==> src/rtl/rtq_pkg.sv <==
package rtq_pkg;

    typedef struct packed {
        logic valid;
        logic done;
        logic exc;
    } slot_t;

    function automatic int ring_next(input int p, input int depth);
        return (p + 1 >= depth) ? 0 : p + 1;
    endfunction

endpackage

==> src/rtl/rtq_slot.sv <==
module rtq_slot
    import rtq_pkg::*;
(
    input  logic  clk,
    input  logic  rst_n,
    input  logic  alloc_i,
    input  logic  clear_i,
    input  logic  fin_i,
    input  logic  fin_exc_i,
    output slot_t state_o
);
    slot_t s_d, s_q;

    always_comb begin
        s_d = s_q;
        if (clear_i) begin
            s_d = '0;
        end else if (alloc_i) begin
            s_d = '{valid: 1'b1, done: 1'b0, exc: 1'b0};
        end else if (fin_i && s_q.valid) begin
            s_d.done = 1'b1;
            s_d.exc  = fin_exc_i;
        end
    end

    always_ff @(posedge clk or negedge rst_n) begin
        if (!rst_n) s_q <= '0;
        else        s_q <= s_d;
    end

    assign state_o = s_q;
endmodule

==> src/rtl/rtq_retire_sel.sv <==
module rtq_retire_sel
    import rtq_pkg::*;
#(
    parameter int DEPTH = 5,
    parameter int TAG_W = 3
) (
    input  logic [DEPTH-1:0] v_i,
    input  logic [DEPTH-1:0] d_i,
    input  logic [DEPTH-1:0] e_i,
    input  logic [TAG_W-1:0] head_i,
    output logic             r0_o,
    output logic             r1_o,
    output logic [TAG_W-1:0] tag0_o,
    output logic [TAG_W-1:0] tag1_o,
    output logic             exc_o
);
    logic ok0, ok1;

    always_comb begin
        tag0_o = head_i;
        tag1_o = TAG_W'(ring_next(int'(head_i), DEPTH));
        ok0    = v_i[head_i] & d_i[head_i];
        ok1    = v_i[tag1_o] & d_i[tag1_o] & ~e_i[tag1_o];
        exc_o  = ok0 & e_i[head_i];
        r0_o   = ok0 & ~e_i[head_i];
        r1_o   = r0_o & ok1;
    end
endmodule

==> src/rtl/inorder_retire_q.sv <==
module inorder_retire_q
    import rtq_pkg::*;
#(
    parameter int DEPTH = 5,
    localparam int TAG_W = (DEPTH > 1) ? $clog2(DEPTH) : 1,
    localparam int CNT_W = $clog2(DEPTH + 1)
) (
    input  logic             clk,
    input  logic             rst_n,
    input  logic             alloc_req,
    output logic             alloc_stall,
    output logic [TAG_W-1:0] alloc_tag,
    input  logic             fin_vld,
    input  logic [TAG_W-1:0] fin_tag,
    input  logic             fin_exc,
    input  logic             flush,
    output logic [1:0]       ret_vld,
    output logic [TAG_W-1:0] ret_tag0,
    output logic [TAG_W-1:0] ret_tag1,
    output logic             exc_flush_req,
    output logic [CNT_W-1:0] occupancy
);
    typedef struct packed {
        logic [TAG_W-1:0] head;
        logic [TAG_W-1:0] tail;
        logic [CNT_W-1:0] count;
    } ctl_t;

    ctl_t ctl_d, ctl_q;

    logic [DEPTH-1:0] v_vec, d_vec, e_vec;
    logic             raw_r0, raw_r1;
    logic [TAG_W-1:0] t0, t1;
    logic             accept, r0, r1;
    logic [CNT_W-1:0] nret;

    rtq_retire_sel #(.DEPTH(DEPTH), .TAG_W(TAG_W)) i_sel (
        .v_i(v_vec), .d_i(d_vec), .e_i(e_vec), .head_i(ctl_q.head),
        .r0_o(raw_r0), .r1_o(raw_r1), .tag0_o(t0), .tag1_o(t1),
        .exc_o(exc_flush_req)
    );

    always_comb begin
        alloc_stall = (ctl_q.count == CNT_W'(DEPTH));
        accept      = alloc_req & ~alloc_stall & ~flush;
        r0          = raw_r0 & ~flush;
        r1          = raw_r1 & ~flush;
        nret        = CNT_W'(r0) + CNT_W'(r1);
        ctl_d       = ctl_q;
        if (flush) begin
            ctl_d = '0;
        end else begin
            if (r1)      ctl_d.head = TAG_W'(ring_next(int'(t1), DEPTH));
            else if (r0) ctl_d.head = t1;
            if (accept)  ctl_d.tail = TAG_W'(ring_next(int'(ctl_q.tail), DEPTH));
            ctl_d.count = ctl_q.count + CNT_W'(accept) - nret;
        end
    end

    always_ff @(posedge clk or negedge rst_n) begin
        if (!rst_n) ctl_q <= '0;
        else        ctl_q <= ctl_d;
    end

    for (genvar g = 0; g < DEPTH; g++) begin : g_slot
        slot_t st;
        rtq_slot i_slot (
            .clk      (clk),
            .rst_n    (rst_n),
            .alloc_i  (accept && ctl_q.tail == TAG_W'(g)),
            .clear_i  (flush || (r0 && t0 == TAG_W'(g)) || (r1 && t1 == TAG_W'(g))),
            .fin_i    (fin_vld && !flush && fin_tag == TAG_W'(g)),
            .fin_exc_i(fin_exc),
            .state_o  (st)
        );
        assign v_vec[g] = st.valid;
        assign d_vec[g] = st.done;
        assign e_vec[g] = st.exc;
    end

    assign alloc_tag = ctl_q.tail;
    assign ret_vld   = {r1, r0};
    assign ret_tag0  = t0;
    assign ret_tag1  = t1;
    assign occupancy = ctl_q.count;
endmodule

==> config.mk <==
export PLATFORM = sky130hd
export DESIGN_NAME = inorder_retire_q
export DESIGN_NICKNAME = d
export VERILOG_FILES = /design/src/rtl/rtq_pkg.sv /design/src/rtl/rtq_slot.sv /design/src/rtl/rtq_retire_sel.sv /design/src/rtl/inorder_retire_q.sv
export SDC_FILE = /design/constraint.sdc
export NUM_CORES = 1
export LEC_CHECK = 0
export ABC_CLOCK_PERIOD_IN_PS = 6150
export CAP_MARGIN = 20
export CORE_MARGIN = 1
export CORE_UTILIZATION = 40
export CTS_CLUSTER_DIAMETER = 60
export DETAILED_ROUTE_END_ITERATION = 7
export PLACE_DENSITY_LB_ADDON = 0.08
export SETUP_SLACK_MARGIN = 0.2
export SYNTH_ARGS = -nofsm -noshare
export SYNTH_HDL_FRONTEND = slang
export SYNTH_SLANG_ARGS = --single-unit
==> constraint.sdc <==
create_clock -name clk -period 6.15 [get_ports clk]
set_clock_uncertainty 0.15 [all_clocks]
set_input_delay 1.23 -clock clk [delete_from_list [all_inputs] [get_ports clk]]
set_output_delay 1.23 -clock clk [all_outputs]
set_load 0.02 [all_outputs]
* After elaboration in Yosys (flattened, before gate mapping)
Cells that the tools add are included.
Storage, ports and cells: flip-flop bits (word level) 24
Cells by class: bitwise logic cells 14, reduce and logical (&&, ||, !) cells 53, $add $sub $neg 6, equal/unequal tests 17, mux-type cells 39, order comparisons 5
Operator list (number):
- $mux 3 | 11
- $logic_and 1x1->1 | 26
- $eq 3x2->1 const B | 8
- $mux 2 | 10
- $bmux 1 s3 | 6
- $reduce_bool 3->1 | 6
- $eq 3x3->1 const B | 5
- $add 3x1->4 const B | 3
- $eq 3x1->1 const B | 4
- $ge 4x3->1 const B | 3
- $logic_not 3->1 | 4
- $reduce_bool 2->1 | 6
- $mux 1 | 11
- $and 1x1->1 | 10
- $logic_or 1x1->1 | 10
- $mux 9 | 1
- $lt 3x4->1 const B | 2
- $not 1->1 | 4
- $add 3x1->3 | 1
- $sub 3x2->3 | 1
- $add 1x1->2 | 1
- $logic_not 1->1 | 1

* Longest topological paths before layout
Gate-level depths: netlist of run 1.
word-level depth 12, mapped depth 17, gate-level depth less buffers 15

* Hierarchy
From an unflattened synthesis of run 1, not the netlist that was laid out.
Unflattened totals: cell total of the unflattened synthesis 210, area total of the unflattened synthesis 1934.4 um^2
By module, submodules not included:
- inorder_retire_q | seq. area each 225.2 um^2, area each 988.4 um^2, instances 1, cells each 112
- rtq_slot | seq. area each 75.1 um^2, area each 120.1 um^2, instances 5, cells each 10
- rtq_retire_sel | seq. area each 0.0 um^2, area each 345.3 um^2, instances 1, cells each 48

* Least setup slack after synthesis of run 1
OpenSTA, ideal clock, no wires.
path type flip-flop to output port, start reg ctl_q[8] in the netlist's numbering, end out ret_vld[1], arrival 2.164 ns, stages on the path, launching flop included 9, buffers on the path 2, slack 2.606 ns, cell sequence dfrtp_1 > buf_4 > inv_1 > ha_1 > o211ai_2 > mux2i_2 > o21ai_0 > and2_1 > buf_4
On the way: cells in the longest elaborated chain, start to end 9
RTL lines:
- start, declared | RTL line inorder_retire_q.sv:29 | ctl_t ctl_d, ctl_q;
- start signal, assigned | RTL line inorder_retire_q.sv:62 | else ctl_q <= ctl_d;
- $add 3x1->4 | RTL line rtq_pkg.sv:10 | return (p + 1 >= depth) ? 0 : p + 1;
- $ge 4x3->1 | RTL line rtq_pkg.sv:10
- $mux 3 | RTL line rtq_pkg.sv:10
- $bmux 1 s3 | RTL line rtq_retire_sel.sv:23 | ok1 = v_i[tag1_o] & d_i[tag1_o] & ~e_i[tag1_o];
- $mux 1 (implied by the code) | RTL line rtq_retire_sel.sv:23
- $and 1x1->1 or $not 1->1 (tied branches) | RTL line rtq_retire_sel.sv:23
- $and 1x1->1 | RTL line rtq_retire_sel.sv:23
- $and 1x1->1 (*) | RTL line rtq_retire_sel.sv:26 | r1_o = r0_o & ok1;
- $and 1x1->1 (*) | RTL line inorder_retire_q.sv:47 | r1 = raw_r1 & ~flush;
- end, declared | RTL line inorder_retire_q.sv:17 | output logic [1:0] ret_vld,
Mark *: on every way between the ends. The rest lies on a longest branch, timed or not. The select of a mux whose other input is x is not followed.

* Worst setup path in the final report of run 1
start in flush, end out ret_vld[1]
On the way: cells in the longest elaborated chain, start to end 2
RTL lines:
- start, declared | RTL line inorder_retire_q.sv:16 | input logic flush,
- $not 1->1 | RTL line inorder_retire_q.sv:47
- $and 1x1->1 | RTL line inorder_retire_q.sv:47
Every way passes these cells.

==> results.sh, run 1 <==
export IMPL_max_slew_margin_pct=50.8
export IMPL_utilization_pct=49.0
export IMPL_postCtsSetupBuffers=0
export IMPL_hold_viol=0
export IMPL_yosys_top_cells_area="dfrtp_1, ha_1, nor2_1, a31oi_1, mux2i_1"
export IMPL_overflow=0
export IMPL_rsz0062_at_grt="false"
export IMPL_dieArea_um2=5040
export IMPL_cts_resized_gates=0
export IMPL_setup_viol=0
export IMPL_synth_top_area_share_pct=31.6
export IMPL_status="finished with violations"
export IMPL_setup_tns_ns=0
export IMPL_cts_tree="yes"
export IMPL_met1_length_um=2170
export IMPL_max_freq_mhz=214
export IMPL_gp_congestion=0.913
export IMPL_cp_arrival_ns=3.29
export IMPL_grt_pass1_vias=1670
export IMPL_crit_fanout=17
export IMPL_instances_no_fill=273
export IMPL_p_per_area_nw_per_um2=149
export IMPL_drt_iter0_drc=134
export IMPL_hold_path_class="reg2reg"
export IMPL_worst_pin_slew_ns=0.733
export IMPL_die_y_um=71.0
export IMPL_yosys_area_top_type="dfrtp_1"
export IMPL_rows=24
export IMPL_ys_seq_area_share_pct=31.6
export IMPL_grt_antenna_before_repair=0
export IMPL_synthFlopType="dfrtp_1"
export IMPL_clock_sinks=24
export IMPL_leakage_nw=0.913
export IMPL_endpoint_kind="primary output"
export IMPL_clk_latency_ns=0.27
export IMPL_grt_pass1_wl_um=8070
export IMPL_port_buffers=24
export IMPL_synthCells=204
export IMPL_highest_layer="met4"
export IMPL_num_vias=1654
export IMPL_worstPathRequired_ns=4.77
export IMPL_nNetsFinal=246
export IMPL_dp_cells=268
export IMPL_final_cell_mix="dfrtp_1, clkdlybuf4s50_1, nor2_1"
export IMPL_fp_coreArea_um2=4470
export IMPL_hpwl_um=3710
export IMPL_drc_errors=2
export IMPL_vdd_ir_drop_worst_v=0.0000613
export IMPL_synth_edff_count=0
export IMPL_h_tree_depth=1
export IMPL_wl_per_cell_um=17.6
export IMPL_cts_made_buffers=3
export IMPL_grtUsageTotal_pct=20.4
export IMPL_routed_wl_met2_um=2390
export IMPL_io_pin_count=25
export IMPL_async_reset_ff_share_pct=100
export IMPL_synth_area_per_cell_um2=9.33
export IMPL_grt_max_degree=25
export IMPL_setup_worst_path_start_class="input pin"
export IMPL_failed_checks="design-rule violations"
export IMPL_worstSetupPathType="in2out"
export IMPL_syn_area_um2=1900
export IMPL_drive_gt1_share_pct=9.95
export IMPL_synth_seq_cells=24
export IMPL_cts_root_buffer="clkbuf_8"
export IMPL_drt_antenna_violating_nets=0
export IMPL_ys_warn_count=0
export IMPL_postCtsHoldBufs=0
export IMPL_area_growth_pct=15.1
export IMPL_dr_wl_met3_um=173
export IMPL_die_w_um=71.0
export IMPL_initial_core_util_pct=42.5
export IMPL_path_clk_slew_ns=0.09
export IMPL_drt_pass1_iter_count=8
export IMPL_period_needed_ns=4.67
export IMPL_diodes=0
export IMPL_maxCapViolations=0
export IMPL_clockBufferDepth=2
export IMPL_synth_nets=228
export IMPL_synth_cell_types=59
export IMPL_slew_viol_final=0
export IMPL_drt_total_wl_um=4820
export IMPL_avgViaCountPerCell=6.06
export IMPL_period_share_pct=76.0
[kinds of logic after synthesis]
logic type               Yosys count  share of synthesized area (%)
AND/OR/NAND/NOR                   79                           23.3
multiplexers                      10                           5.72
flip-flops                        24                           31.6
buffers and inverters             26                           7.69
adder cells (fa/ha/maj)           15                           9.86
XOR/XNOR                           2                          0.921
AO/OA/AOI/OAI                     48                           21.0
[power by group]
part | internal, mW | switching, mW | total [mW]
clock | 0.0572 | 0.0515 | 0.109
combinational | 0.0213 | 0.0295 | 0.0508
sequential | 0.162 | 0.00514 | 0.167
total | 0.240 | 0.0862 | 0.326
[per-layer routing]
metal	vias up	global-route usage (%)
met5	-	0
met4	0	7.56
met3	9	3.28
met2	42	35.6
met1	808	25.4
li1	795	-
[sequential cells by signal, summed over array words and instances, names as in the netlist]
name	cells
ctl_q	3
alloc_tag	3
g_slot.i_slot.state_o	15
occupancy	3
[synth_stat cells, types with 2 or more instances]
cell type / instances
nand4b_1: 2
nand2b_1: 3
inv_1: 12
clkbuf_1: 4
and3_1: 5
nand3b_1: 2
nand3_1: 4
buf_4: 4
mux2_2: 4
and2_1: 2
o211ai_1: 3
nand4_1: 3
a22oi_1: 2
o211ai_2: 2
a31oi_1: 8
o2bb2ai_1: 2
and4_1: 3
mux2i_1: 5
nand2_1: 9
dfrtp_1: 24
nor3_1: 8
ha_1: 15
and4b_1: 2
nor2_1: 20
a311oi_1: 4
a21oi_1: 4
o311ai_0: 2
nor4_1: 4
buf_6: 4
nor2b_1: 5
or4_1: 2
o21ai_0: 4
[critical path, cell delays in order]
cell and delay [ns]:
clkdlybuf4s50_1 0.77, nor3_4 0.50, and2_1 0.18, clkdlybuf4s50_1 0.60
[through the flow]
step                hold WS, ns  area (µm²)  total power [mW]  worst slack (ns)
finish                    0.385        2190             0.326              1.48
global route              0.437        2190             0.343              1.37
CTS                       0.388        2180             0.330              1.46
detailed placement        0.365        2120             0.220              1.47
global placement          0.353        2120             0.219              1.50
floorplan                 0.332        1900             0.199              2.61
[path summary, 6_finish.rpt]
path / from / end / slack (ns) / cells past startpoint
setup reg to reg: ctl_q[8] / occupancy[2] / 2.25 / 14
max in group asynchronous: rst_n / ctl_q[7] / 4.15 / 2
setup / recovery: flush / ret_vld[1] / 1.48 / 4
min in group asynchronous: rst_n / alloc_tag[1] / 1.18 / 1
hold reg to reg: g_slot[1].i_slot.state_o[2] / g_slot[1].i_slot.state_o[2] / 0.38 / 2
hold / removal: g_slot[1].i_slot.state_o[2] / g_slot[1].i_slot.state_o[2] / 0.38 / 2
[cell type report]
type | count | area [µm²]
repair buffers | 26 | 263
multi-input cells | 154 | 1160
well taps | 52 | 65.1
clock buffers | 4 | 55.1
flip-flops and latches | 24 | 601
fillers | 435 | 2280
inverters | 13 | 51.3
No activity file was read; power rests on OpenSTA's default activity.
==> run 2: changes to the inputs <==
--- a/config.mk
+++ b/config.mk
@@ -5,7 +5,7 @@
 export SDC_FILE = /design/constraint.sdc
 export NUM_CORES = 1
 export LEC_CHECK = 0
-export ABC_CLOCK_PERIOD_IN_PS = 6150
+export ABC_CLOCK_PERIOD_IN_PS = 4100
 export CAP_MARGIN = 20
 export CORE_MARGIN = 1
 export CORE_UTILIZATION = 40
==> constraint.sdc (replaced) <==
create_clock -name clk -period 4.1 [get_ports clk]
set_clock_uncertainty 0.15 [all_clocks]
set_input_delay 0.82 -clock clk [delete_from_list [all_inputs] [get_ports clk]]
set_output_delay 0.82 -clock clk [all_outputs]
set_load 0.02 [all_outputs]
==> run 2 against run 1 <==
Flip-flop and latch count is the same. Power grew 68%. Non-clock buffer count grew 7. Core utilization grew 2.5 points. Worst setup slack lost 1.1 ns. Sequential share of layout area shrank 1.2 points. Critical path depth grew 3. The flow still finishes with violations (design-rule violations). Via count grew 3.0%. Design area grew 5.1%. Sequential power grew 49%. Clock-buffer cell count shrank 1. Die area is the same.
==> results.sh, run 2 (synthesis results as in run 1) <==
export IMPL_status="finished with violations"
export IMPL_failed_checks="design-rule violations"
export IMPL_wl_per_cell_um=18.5
export IMPL_vdd_ir_drop_worst_v=0.000126
export IMPL_area_growth_pct=21.0
export IMPL_drc_errors=1
export IMPL_gp_congestion=0.841
export IMPL_port_buffers=24
export IMPL_endpoint_kind="primary output"
export IMPL_setup_worst_path_start_class="flop"
export IMPL_h_tree_depth=1
export IMPL_largest_reg_flops=15
export IMPL_place_area_um2=2160
export IMPL_maxCapViolations=0
export IMPL_rsz0062_at_grt="false"
export IMPL_die_y_um=71.0
export IMPL_nNetsFinal=253
export IMPL_slew_viol_final=0
export IMPL_worstPathRequired_ns=3.13
export IMPL_clock_sinks=24
export IMPL_drt_iter0_drc=156
export IMPL_worstSetupPathType="reg2out"
export IMPL_drt_total_wl_um=5170
export IMPL_rows=24
export IMPL_clkPwrFrac_pct=39.2
export IMPL_cts_made_buffers=3
export IMPL_path_clk_slew_ns=0.09
export IMPL_seq_power_share_pct=45.4
export IMPL_fp_coreArea_um2=4470
export IMPL_max_slew_margin_pct=62.2
export IMPL_initial_core_util_pct=42.5
export IMPL_worstPathCellList="ha_1 > ha_1 > nor3_1 > buf_4 > o21ai_1 > and2_1 > clkdlybuf4s50_1"
export IMPL_period_needed_ns=3.75
export IMPL_io_pin_count=25
export IMPL_max_freq_mhz=267
export IMPL_hold_viol=0
export IMPL_grt_pass1_wl_um=8510
export IMPL_power_internal_uw=409
export IMPL_setup_viol=0
export IMPL_num_vias=1703
export IMPL_avgViaCountPerCell=6.08
export IMPL_slowest_stage="clkdlybuf4s50_1"
export IMPL_drive_gt1_share_pct=14.9
export IMPL_drt_antenna_violating_nets=0
export IMPL_p_switching_uw=140
export IMPL_p_sw_share_pct=25.5
export IMPL_cts_root_buffer="clkbuf_8"
export IMPL_clockBufferDepth=2
export IMPL_p_per_area_nw_per_um2=238
export IMPL_period_share_pct=91.4
export IMPL_grt_pass1_vias=1686
export IMPL_cpPeakStageDelay_ns=0.53
export IMPL_setup_tns_ns=0
export IMPL_die_w_um=71.0
export IMPL_drt_pass1_iter_count=6
export IMPL_final_cell_mix="clkdlybuf4s50_1, dfrtp_1, nor2_1"
export IMPL_hold_path_class="reg2reg"
export IMPL_finalPower_uw=549
export IMPL_hpwl_um=3780
export IMPL_cp_arrival_ns=2.78
export IMPL_crit_fanout=12
export IMPL_diodes=0
export IMPL_comb_power_share_pct=15.4
export IMPL_clk_latency_ns=0.27
export IMPL_worst_pin_slew_ns=0.563
export IMPL_final_common_cell="clkdlybuf4s50_1"
export IMPL_fin_area_um2=2300
export IMPL_cts_tree="yes"
export IMPL_critical_path_most_common_cell="ha_1"
export IMPL_overflow=0
export IMPL_holdWs_ns=0.386
export IMPL_leakage_nw=0.958
export IMPL_grt_antenna_before_repair=0
export IMPL_dieArea_um2=5040
export IMPL_grt_max_degree=25
export IMPL_grtUsageTotal_pct=21.9
-- run 2: changes by cell type in the layout (fill, tap and decap cells not counted), sizes merged --
cell / before / now
bufinv: 0 / 1
clkbuf: 4 / 3
buf: 2 / 9
-- run 2: area by class of cell --
type | count | area [µm²]
clock inverter | 1 | 30.0
tap | 52 | 65.1
timing repair buffer | 33 | 328
clock buffer | 3 | 41.3
fill | 416 | 2170
sequential | 24 | 603
multi-input combinational | 154 | 1180
inverter | 13 | 51.3
-- run 2: worst paths after layout --
path	from	endpoint	slack (ns)	depth (start not counted)
setup / recovery	ctl_q[7]	ret_vld[1]	0.35	7
hold / removal	g_slot[1].i_slot.state_o[2]	g_slot[1].i_slot.state_o[2]	0.39	2
setup reg to reg	ctl_q[6]	occupancy[2]	0.67	15
hold reg to reg	g_slot[1].i_slot.state_o[2]	g_slot[1].i_slot.state_o[2]	0.39	2
max in group asynchronous	rst_n	ctl_q[8]	2.57	2
min in group asynchronous	rst_n	alloc_tag[0]	0.75	1
-- run 2: what timing repair did --
item,4_1_cts,5_1_grt
pin swaps,1,0
setup endpoints to repair,1,1
hold buffers,0,0
resized for setup,2,6
setup buffers,1,1
-- run 2: metrics by stage --
step	util, %	setup WS (ns)	cells
global route	51.5	0.168	280
floorplan	-	0.695	204
global placement	48.2	0.472	273
finish	51.5	0.351	280
CTS	50.4	0.231	278
detailed placement	48.2	0.367	273
-- run 2: worst max-delay path, delay by kind of cell, from the launching register on --
kind	cells	cell delay, ns
buffers and inverters	2	0.78
adders and majority gates	2	0.59
and+or+nand+nor	2	0.53
DFF	1	0.50
AOI/OAI and AO/OA	1	0.11
-- run 2: metal layers --
layer | share of wire [%] | up-vias | global-route usage [%]
li1 | - | 806 | -
met1 | 43 | 824 | 27.4
met2 | 48 | 55 | 36.8
met3 | 4.0 | 18 | 2.85
met4 | 4.1 | 0 | 11.6
met5 | 0 | - | 0
-- run 2: power by group through the flow --
stage	clock network, mW	logic [mW]	registers, mW
4_1_cts	0.220	0.0815	0.249
2_1_floorplan	0	0.0419	0.257
6_report	0.215	0.0847	0.249
3_5_place_dp	0	0.0800	0.254
5_1_grt	0.229	0.0929	0.250
3_3_place_gp	0	0.0793	0.253
